`src/rtl/pe_pkg.sv`:
```
package pe_pkg;
  localparam int DATA_W = 16;
  localparam int PROD_W = 32;
  localparam int ACC_W  = 40;
  localparam int IDX_W  = 8;
  localparam int ROW_W  = 16;
  localparam int SLOT_FIELD_W = 8;

  typedef struct packed {
    logic [IDX_W-1:0] in_idx;
    logic [IDX_W-1:0] out_idx;
    logic [ROW_W-1:0] row;
  } mac_tag_t;

  typedef struct packed {
    mac_tag_t                   tag;
    logic [SLOT_FIELD_W-1:0]    slot;
    logic signed [ACC_W-1:0]    sum;
  } pipe_word_t;
endpackage

```
`src/rtl/pe_tag_ctrl.sv`:
```
module pe_tag_ctrl
  import pe_pkg::*;
#(
  parameter int N_ROWS    = 8,
  parameter int IN_DIM    = 1024,
  parameter int PE_STRIDE = 8,
  parameter int OUT_BASE  = 0,
  localparam int SLOT_W   = $clog2(N_ROWS)
) (
  input  logic              clk,
  input  logic              rst_n,
  input  logic              mac_fire,
  input  logic              res_fire,
  output logic [SLOT_W-1:0] slot,
  output logic [SLOT_W-1:0] drain_slot,
  output logic [ROW_W-1:0]  row,
  output logic [IDX_W-1:0]  out_idx,
  output logic              first_row,
  output logic              last_use,
  output logic              draining
);
  logic [SLOT_W-1:0] use_q, drn_q;
  logic [ROW_W-1:0]  row_q;
  logic [IDX_W-1:0]  out_q;
  logic              drain_q;
  logic              last_row, col_drained;

  assign last_use    = (use_q == SLOT_W'(N_ROWS - 1));
  assign last_row    = (row_q == ROW_W'(IN_DIM - 1));
  assign col_drained = res_fire && (drn_q == SLOT_W'(N_ROWS - 1));

  always_ff @(posedge clk) begin
    if (!rst_n) begin
      use_q   <= '0;
      row_q   <= '0;
      drn_q   <= '0;
      out_q   <= IDX_W'(OUT_BASE);
      drain_q <= 1'b0;
    end else begin
      if (mac_fire) begin
        if (last_use) begin
          use_q <= '0;
          row_q <= last_row ? '0 : row_q + 1'b1;
        end else begin
          use_q <= use_q + 1'b1;
        end
      end
      if (res_fire) drn_q <= col_drained ? '0 : drn_q + 1'b1;
      if (mac_fire && last_use && last_row) begin
        drain_q <= 1'b1;
      end else if (col_drained) begin
        drain_q <= 1'b0;
        out_q   <= out_q + IDX_W'(PE_STRIDE);
      end
    end
  end

  assign slot       = use_q;
  assign drain_slot = drn_q;
  assign row        = row_q;
  assign out_idx    = out_q;
  assign first_row  = (row_q == '0);
  assign draining   = drain_q;

  // row position never reaches the column length
  a_r5_row_bound: assert property (@(posedge clk) disable iff (!rst_n)
    row_q < ROW_W'(IN_DIM));
  // no MAC is issued while a column is being drained
  a_r9_no_mac_in_drain: assert property (@(posedge clk) disable iff (!rst_n)
    drain_q |-> !mac_fire);
  // results are only taken during a drain
  a_r5_result_only_in_drain: assert property (@(posedge clk) disable iff (!rst_n)
    res_fire |-> drain_q);
endmodule

```
`src/rtl/pe_add_pipe.sv`:
```
module pe_add_pipe
  import pe_pkg::*;
#(
  parameter int ADD_LAT = 4
) (
  input  logic       clk,
  input  logic       rst_n,
  input  logic       in_valid,
  input  pipe_word_t in_word,
  output logic       out_valid,
  output pipe_word_t out_word
);
  logic       stg_v [ADD_LAT];
  pipe_word_t stg_w [ADD_LAT];

  always_ff @(posedge clk) begin
    if (!rst_n) stg_v[0] <= 1'b0;
    else        stg_v[0] <= in_valid;
    stg_w[0] <= in_word;
  end

  for (genvar g = 1; g < ADD_LAT; g++) begin : g_stage
    always_ff @(posedge clk) begin
      if (!rst_n) stg_v[g] <= 1'b0;
      else        stg_v[g] <= stg_v[g-1];
      stg_w[g] <= stg_w[g-1];
    end
  end

  assign out_valid = stg_v[ADD_LAT-1];
  assign out_word  = stg_w[ADD_LAT-1];
endmodule

```
`src/rtl/pe_psum_bank.sv`:
```
module pe_psum_bank
  import pe_pkg::*;
#(
  parameter int N_ROWS  = 8,
  localparam int SLOT_W = $clog2(N_ROWS)
) (
  input  logic                    clk,
  input  logic                    rst_n,
  input  logic                    iss_valid,
  input  logic [SLOT_W-1:0]       iss_slot,
  input  logic                    wb_valid,
  input  logic [SLOT_W-1:0]       wb_slot,
  input  logic signed [ACC_W-1:0] wb_sum,
  input  logic [IDX_W-1:0]        wb_idx,
  output logic                    iss_free,
  output logic signed [ACC_W-1:0] iss_base,
  input  logic [SLOT_W-1:0]       rd_slot,
  output logic                    rd_free,
  output logic signed [ACC_W-1:0] rd_sum,
  output logic [IDX_W-1:0]        rd_idx
);
  logic signed [ACC_W-1:0] sum_q [N_ROWS];
  logic [IDX_W-1:0]        idx_q [N_ROWS];
  logic [N_ROWS-1:0]       busy_q;
  logic                    wb_hit;

  assign wb_hit   = wb_valid && (wb_slot == iss_slot);
  assign iss_free = !busy_q[iss_slot] || wb_hit;
  assign iss_base = wb_hit ? wb_sum : sum_q[iss_slot];
  assign rd_free  = !busy_q[rd_slot];
  assign rd_sum   = sum_q[rd_slot];
  assign rd_idx   = idx_q[rd_slot];

  for (genvar s = 0; s < N_ROWS; s++) begin : g_slot
    always_ff @(posedge clk) begin
      if (!rst_n) begin
        busy_q[s] <= 1'b0;
        sum_q[s]  <= '0;
        idx_q[s]  <= '0;
      end else begin
        if (iss_valid && iss_slot == SLOT_W'(s))     busy_q[s] <= 1'b1;
        else if (wb_valid && wb_slot == SLOT_W'(s)) busy_q[s] <= 1'b0;
        if (wb_valid && wb_slot == SLOT_W'(s)) begin
          sum_q[s] <= wb_sum;
          idx_q[s] <= wb_idx;
        end
      end
    end
  end

  // a writeback always lands on a slot that has a sum in flight
  a_r3_wb_to_busy: assert property (@(posedge clk) disable iff (!rst_n)
    wb_valid |-> busy_q[wb_slot]);
  // a slot is never issued twice before its sum returns
  a_r3_no_double_issue: assert property (@(posedge clk) disable iff (!rst_n)
    (iss_valid && busy_q[iss_slot]) |-> (wb_valid && wb_slot == iss_slot));
endmodule

```
`src/rtl/mac_pe_top.sv`:
```
module mac_pe_top
  import pe_pkg::*;
#(
  parameter int N_ROWS    = 8,
  parameter int ADD_LAT   = 4,
  parameter int IN_DIM    = 1024,
  parameter int PE_STRIDE = 8,
  parameter int OUT_BASE  = 0
) (
  input  logic              clk,
  input  logic              rst_n,
  input  logic              w_valid,
  output logic              w_ready,
  input  logic [15:0]       w_data,
  input  logic              x_valid,
  output logic              x_ready,
  input  logic [15:0]       x_data,
  input  logic [7:0]        x_idx,
  output logic              r_valid,
  input  logic              r_ready,
  output logic [39:0]       r_data,
  output logic [7:0]        r_in_idx,
  output logic [7:0]        r_out_idx
);
  localparam int SLOT_W = $clog2(N_ROWS);

  logic                    w_held;
  logic signed [DATA_W-1:0] w_q;
  logic [SLOT_W-1:0]       slot, drain_slot;
  logic [ROW_W-1:0]        row;
  logic [IDX_W-1:0]        out_idx;
  logic                    first_row, last_use, draining;
  logic                    mac_fire, res_fire, iss_free, rd_free;
  logic signed [ACC_W-1:0] iss_base, rd_sum, acc_in;
  logic signed [PROD_W-1:0] prod;
  logic [IDX_W-1:0]        rd_idx;
  pipe_word_t              in_word, out_word;
  logic                    out_valid;

  pe_tag_ctrl #(.N_ROWS(N_ROWS), .IN_DIM(IN_DIM), .PE_STRIDE(PE_STRIDE),
                .OUT_BASE(OUT_BASE)) ctrl_i (
    .clk(clk), .rst_n(rst_n), .mac_fire(mac_fire), .res_fire(res_fire),
    .slot(slot), .drain_slot(drain_slot), .row(row), .out_idx(out_idx),
    .first_row(first_row), .last_use(last_use), .draining(draining));

  assign x_ready  = !draining && w_held && iss_free;
  assign mac_fire = x_valid && x_ready;
  assign w_ready  = !w_held || (mac_fire && last_use);

  always_ff @(posedge clk) begin
    if (!rst_n) begin
      w_held <= 1'b0;
      w_q    <= '0;
    end else if (w_valid && w_ready) begin
      w_held <= 1'b1;
      w_q    <= signed'(w_data);
    end else if (mac_fire && last_use) begin
      w_held <= 1'b0;
    end
  end

  assign prod   = w_q * signed'(x_data);
  assign acc_in = (first_row ? '0 : iss_base) + ACC_W'(prod);

  always_comb begin
    in_word             = '0;
    in_word.tag.in_idx  = x_idx;
    in_word.tag.out_idx = out_idx;
    in_word.tag.row     = row;
    in_word.slot        = SLOT_FIELD_W'(slot);
    in_word.sum         = acc_in;
  end

  pe_add_pipe #(.ADD_LAT(ADD_LAT)) pipe_i (
    .clk(clk), .rst_n(rst_n), .in_valid(mac_fire), .in_word(in_word),
    .out_valid(out_valid), .out_word(out_word));

  pe_psum_bank #(.N_ROWS(N_ROWS)) bank_i (
    .clk(clk), .rst_n(rst_n),
    .iss_valid(mac_fire), .iss_slot(slot),
    .wb_valid(out_valid), .wb_slot(out_word.slot[SLOT_W-1:0]),
    .wb_sum(out_word.sum), .wb_idx(out_word.tag.in_idx),
    .iss_free(iss_free), .iss_base(iss_base),
    .rd_slot(drain_slot), .rd_free(rd_free), .rd_sum(rd_sum), .rd_idx(rd_idx));

  assign r_valid   = draining && rd_free;
  assign res_fire  = r_valid && r_ready;
  assign r_data    = rd_sum;
  assign r_in_idx  = rd_idx;
  assign r_out_idx = out_idx;

  // a stalled result keeps its payload
  a_r10_result_hold: assert property (@(posedge clk) disable iff (!rst_n)
    (r_valid && !r_ready) |=> (r_valid && $stable(r_data) && $stable(r_in_idx)
                               && $stable(r_out_idx)));
  // an offered result blocks the input port
  a_r9_no_input_with_result: assert property (@(posedge clk) disable iff (!rst_n)
    r_valid |-> !x_ready);
  // a weight in use is not replaced before its last row slot
  a_r2_weight_kept: assert property (@(posedge clk) disable iff (!rst_n)
    (mac_fire && !last_use) |=> $stable(w_q));
  // the output tag does not move while a column drains
  a_r7_out_idx_steady: assert property (@(posedge clk) disable iff (!rst_n)
    (r_valid && $past(r_valid)) |-> $stable(r_out_idx));
endmodule

```
`config.mk`:
```
export PLATFORM = sky130hd
export DESIGN_NAME = mac_pe_top
export DESIGN_NICKNAME = d
export VERILOG_FILES = /design/src/rtl/pe_pkg.sv /design/src/rtl/pe_tag_ctrl.sv /design/src/rtl/pe_add_pipe.sv /design/src/rtl/pe_psum_bank.sv /design/src/rtl/mac_pe_top.sv
export SDC_FILE = /design/constraint.sdc
export NUM_CORES = 2
export LEC_CHECK = 0
export ABC_AREA = 1
export BUFFER_PORTS_ARGS = -buffer_cell sky130_fd_sc_hd__buf_4
export CAP_MARGIN = 30
export CORE_MARGIN = 2
export CORE_UTILIZATION = 55
export DETAILED_ROUTE_END_ITERATION = 10
export PLACE_DENSITY = 0.72
export SYNTH_ARGS = -nofsm -noshare
export SYNTH_HDL_FRONTEND = slang
export SYNTH_SLANG_ARGS = --single-unit
```
`constraint.sdc`:
```
create_clock -name clk -period 8.3 [get_ports clk]
set_input_delay 0.415 -clock clk [delete_from_list [all_inputs] [get_ports clk]]
set_output_delay 0.415 -clock clk [all_outputs]
set_load 0.02 [all_outputs]
```
==> run summary <==
status = finished, final reports clean
synthesized flop and latch total = 651
Initial Utilization = 55.3%
Syn Area/Cell = 8.42 µm²
Chip Height = 274 µm
Leakage Power = 0.0201 µW
CP Class = reg2reg
TritonCTS Buffers = 67
Worst Setup SP = w_q[15]$_SDFFE_PN0P_
post-synthesis adder-cell area fraction = 17.2%
pwr dens = 347 nW/µm²
Reg2Reg Setup Slack = 530 ps
post-DP HPWL = 73900 µm
Crit path max-delay family = adder cells
Clock Tree Buf Depth = 3
Clock transition at path regs = 70 ps
initial antenna violation count = 0
clk sink count = 651
Hold Path Stages = 4
Seq/Total Area, Yosys = 42.0%
commonest non-fill, non-tap cell in the layout = nand2_1
DRT Wirelength = 115000 µm
WL per Instance = 20.0 µm
setup TNS = 0 ps
setup bufs post-CTS = 0
placer congestion estimate = 0.997
final worst-path cycle share = 93.6%
clock root buffer = clkbuf_16
Antenna Violating Nets Remaining = 0
main combinational cell family by area after synthesis = simple AND/OR/NAND/NOR gates
Ports = 104
row count = 99
Mapped Cells = 4766
pin count of the biggest net entering global routing = 192
chip width = 274 µm
clock skew = 29.0 ps
Hold Crit Endpoint = w_q[5]$_SDFFE_PN0P_
Synth Area in Compound Gates = 12.3%
Tmin final = 7770 ps
Final Setup Violations = 0
largest cells by area after synthesis = edfxtp_1 29%, dfxtp_1 13%, fa_1 13%
Initial DRC Count = 3255
post-synth top area share = 28.7%
CP arrival = 8270 ps
CP endpoint kind = flop
hold wc startpoint = w_data[5]
delay of the slowest cell on the worst path = 900 ps
Max Fclk = 129 MHz
# port buffers = 100
commonest cells after routing, fill and taps aside = 813 x nand2_1, 782 x nor2_1, 701 x inv_1
Power, Total = 15200 µW
crit path max-delay cell type = fa_1
mapped cell area = 40100 µm²
Pins Over Slew Limit = 0
Layout area overhead = 9.37%
post-layout net count = 5167
cell area after layout = 43900 µm²
vias per cell = 5.65
RSZ-0062 raised after global routing = no
Req. time, crit path = 8810 ps
Final Hold Violating Endpoints = 0
HP Class = in2reg
Yosys cell types = 43
Worst Path Buf+Inv = 4
total number of vias = 32500
H-tree depth = 3
Slew Limit Headroom = 24.0%
global-route wire length before repair = 176000 µm
DRC = 0
ratio of cells with drive above 1 in the final layout = 6.25%
post-synthesis simple-gate area fraction = 17.4%
CP dominant cell by count = fa_1
R2R Path Start = w_q[15]$_SDFFE_PN0P_
clk_lat worst skew = 640 ps
GRT overflow = 0
xor/xnor share of the synthesized area = 1.57%
Pre-antenna DRT Iters = 6
Die ar. = 75200 µm²
Ys Warns = 0
Critical Path Source Type = flop
DP Area = 41600 µm²
worst slew pin tran = 1140 ps
area leader, netlist = edfxtp_1
final setup margin = 532 ps
worst-path fanout max = 17
max-cap viol count = 0
Core ar. = 72600 µm²
worst reg2reg endpoint = pipe_i.stg_w[0][34]$_DFF_P_
n_diodes = 0
Reg2Reg Depth = 25
worst vdd ir = 0.366 mV
total track usage = 30.5%
FILL cells = 6294
vias in the first global route = 31400
Final Util = 60.5%
mux cell area share after synthesis = 0%
CTS tree = built
Place WS = 632 ps
registers in the layout (all words and copies together), names as in the netlist, named ones only:
register,cells
bank_i.idx_q,64
bank_i.busy_q,8
ctrl_i.row,16
pipe_i.stg_v,4
w_q,16
ctrl_i.draining,1
bank_i.sum_q,320
ctrl_i.drain_slot,3
w_held,1
ctrl_i.slot,3
ctrl_i.out_idx,5
pipe_i.stg_w,204
Yosys cell counts, drive strengths merged:
cell type,instances
a211oi,3
a21boi,3
a21o,11
a21oi,314
a221oi,78
a31oi,50
buf,51
clkbuf,217
clkinv,3
conb,1
dfxtp,267
edfxtp,384
fa,263
ha,132
inv,709
nand2,816
nand3,103
nand3b,18
nand4,19
nor2,786
nor3,19
nor4,1
nor4b,1
o211ai,3
o21a,4
o21ai,412
o21bai,10
o221ai,1
o22ai,10
or2,5
xnor2,18
xor2,54
power by group:
part	switching [µW]	internal, µW
Sequential	193	3940
Clock	1320	1710
Combinational	5460	2610
Total	6960	8270
stage by stage:
stage	std cells	hold slack, ps
after floorplan	4768	310
after global placement	5606	310
final	5741	100
after detailed placement	5608	312
after global routing	5741	106
after CTS	5740	80.8
cells by family (layout without fill, tap and decap cells):
| family | Yosys count | after routing |
|---|---|---|
| and+or+nand+nor | 1768 | 1768 |
| buffers and inverters | 980 | 994 |
| AOI/OAI and AO/OA | 899 | 899 |
| DFF | 651 | 651 |
| adders and majority gates | 395 | 395 |
| xor gates and xnor gates | 72 | 72 |
| other | 1 | 3 |
worst register-to-register path, cell delays in order, from the launching register on:
cell	delay, ps
dfxtp_1	710
nand2_1	190
inv_1	160
fa_1	550
fa_1	900
fa_1	530
fa_1	500
fa_1	500
inv_1	50
fa_1	470
inv_1	40
ha_1	350
nand2_1	130
nor3_1	360
nand3_1	110
o211ai_1	220
xor2_1	260
ha_1	330
nand2_1	140
inv_1	50
a21oi_1	290
o21ai_0	310
a21oi_1	270
nand3_1	100
nand2_1	70
nand2_1	60
metal layers:
metal	part of all wire [%]	GRT usage, %
met1	42	43.0
met2	46	48.8
met3	9.3	4.51
met4	2.9	9.25
met5	0	0
repair_timing:
| action | 4_1_cts | 5_1_grt |
|---|---|---|
| hold buffers | 8 | 0 |
| hold endpoints to repair | 8 | 0 |
| gates resized for setup | 0 | 0 |
layout make-up:
class | count | area (µm²) | area share (%)
inverter | 712 | 2680 | 6.11
sequential | 651 | 16900 | 38.5
clock buffer | 94 | 1950 | 4.43
timing repair buffer | 158 | 1260 | 2.88
multi-input combinational | 3137 | 19600 | 44.7
clock inverter | 30 | 298 | 0.678
tap | 959 | 1200 | 2.73
worst max-delay path by stage:
stage | slack (ps) | to | cells after the start
finish | 530 | pipe_i.stg_w[0][34]$_DFF_P_ | 25
global route | 170 | pipe_i.stg_w[0][34]$_DFF_P_ | 25
CTS | 620 | pipe_i.stg_w[0][34]$_DFF_P_ | 25
detailed placement | 630 | pipe_i.stg_w[0][34]$_DFF_P_ | 25
global placement | 630 | pipe_i.stg_w[0][33]$_DFF_P_ | 30
floorplan | 1290 | pipe_i.stg_w[0][39]$_DFF_P_ | 35
(Power assumes the default switching activity.)
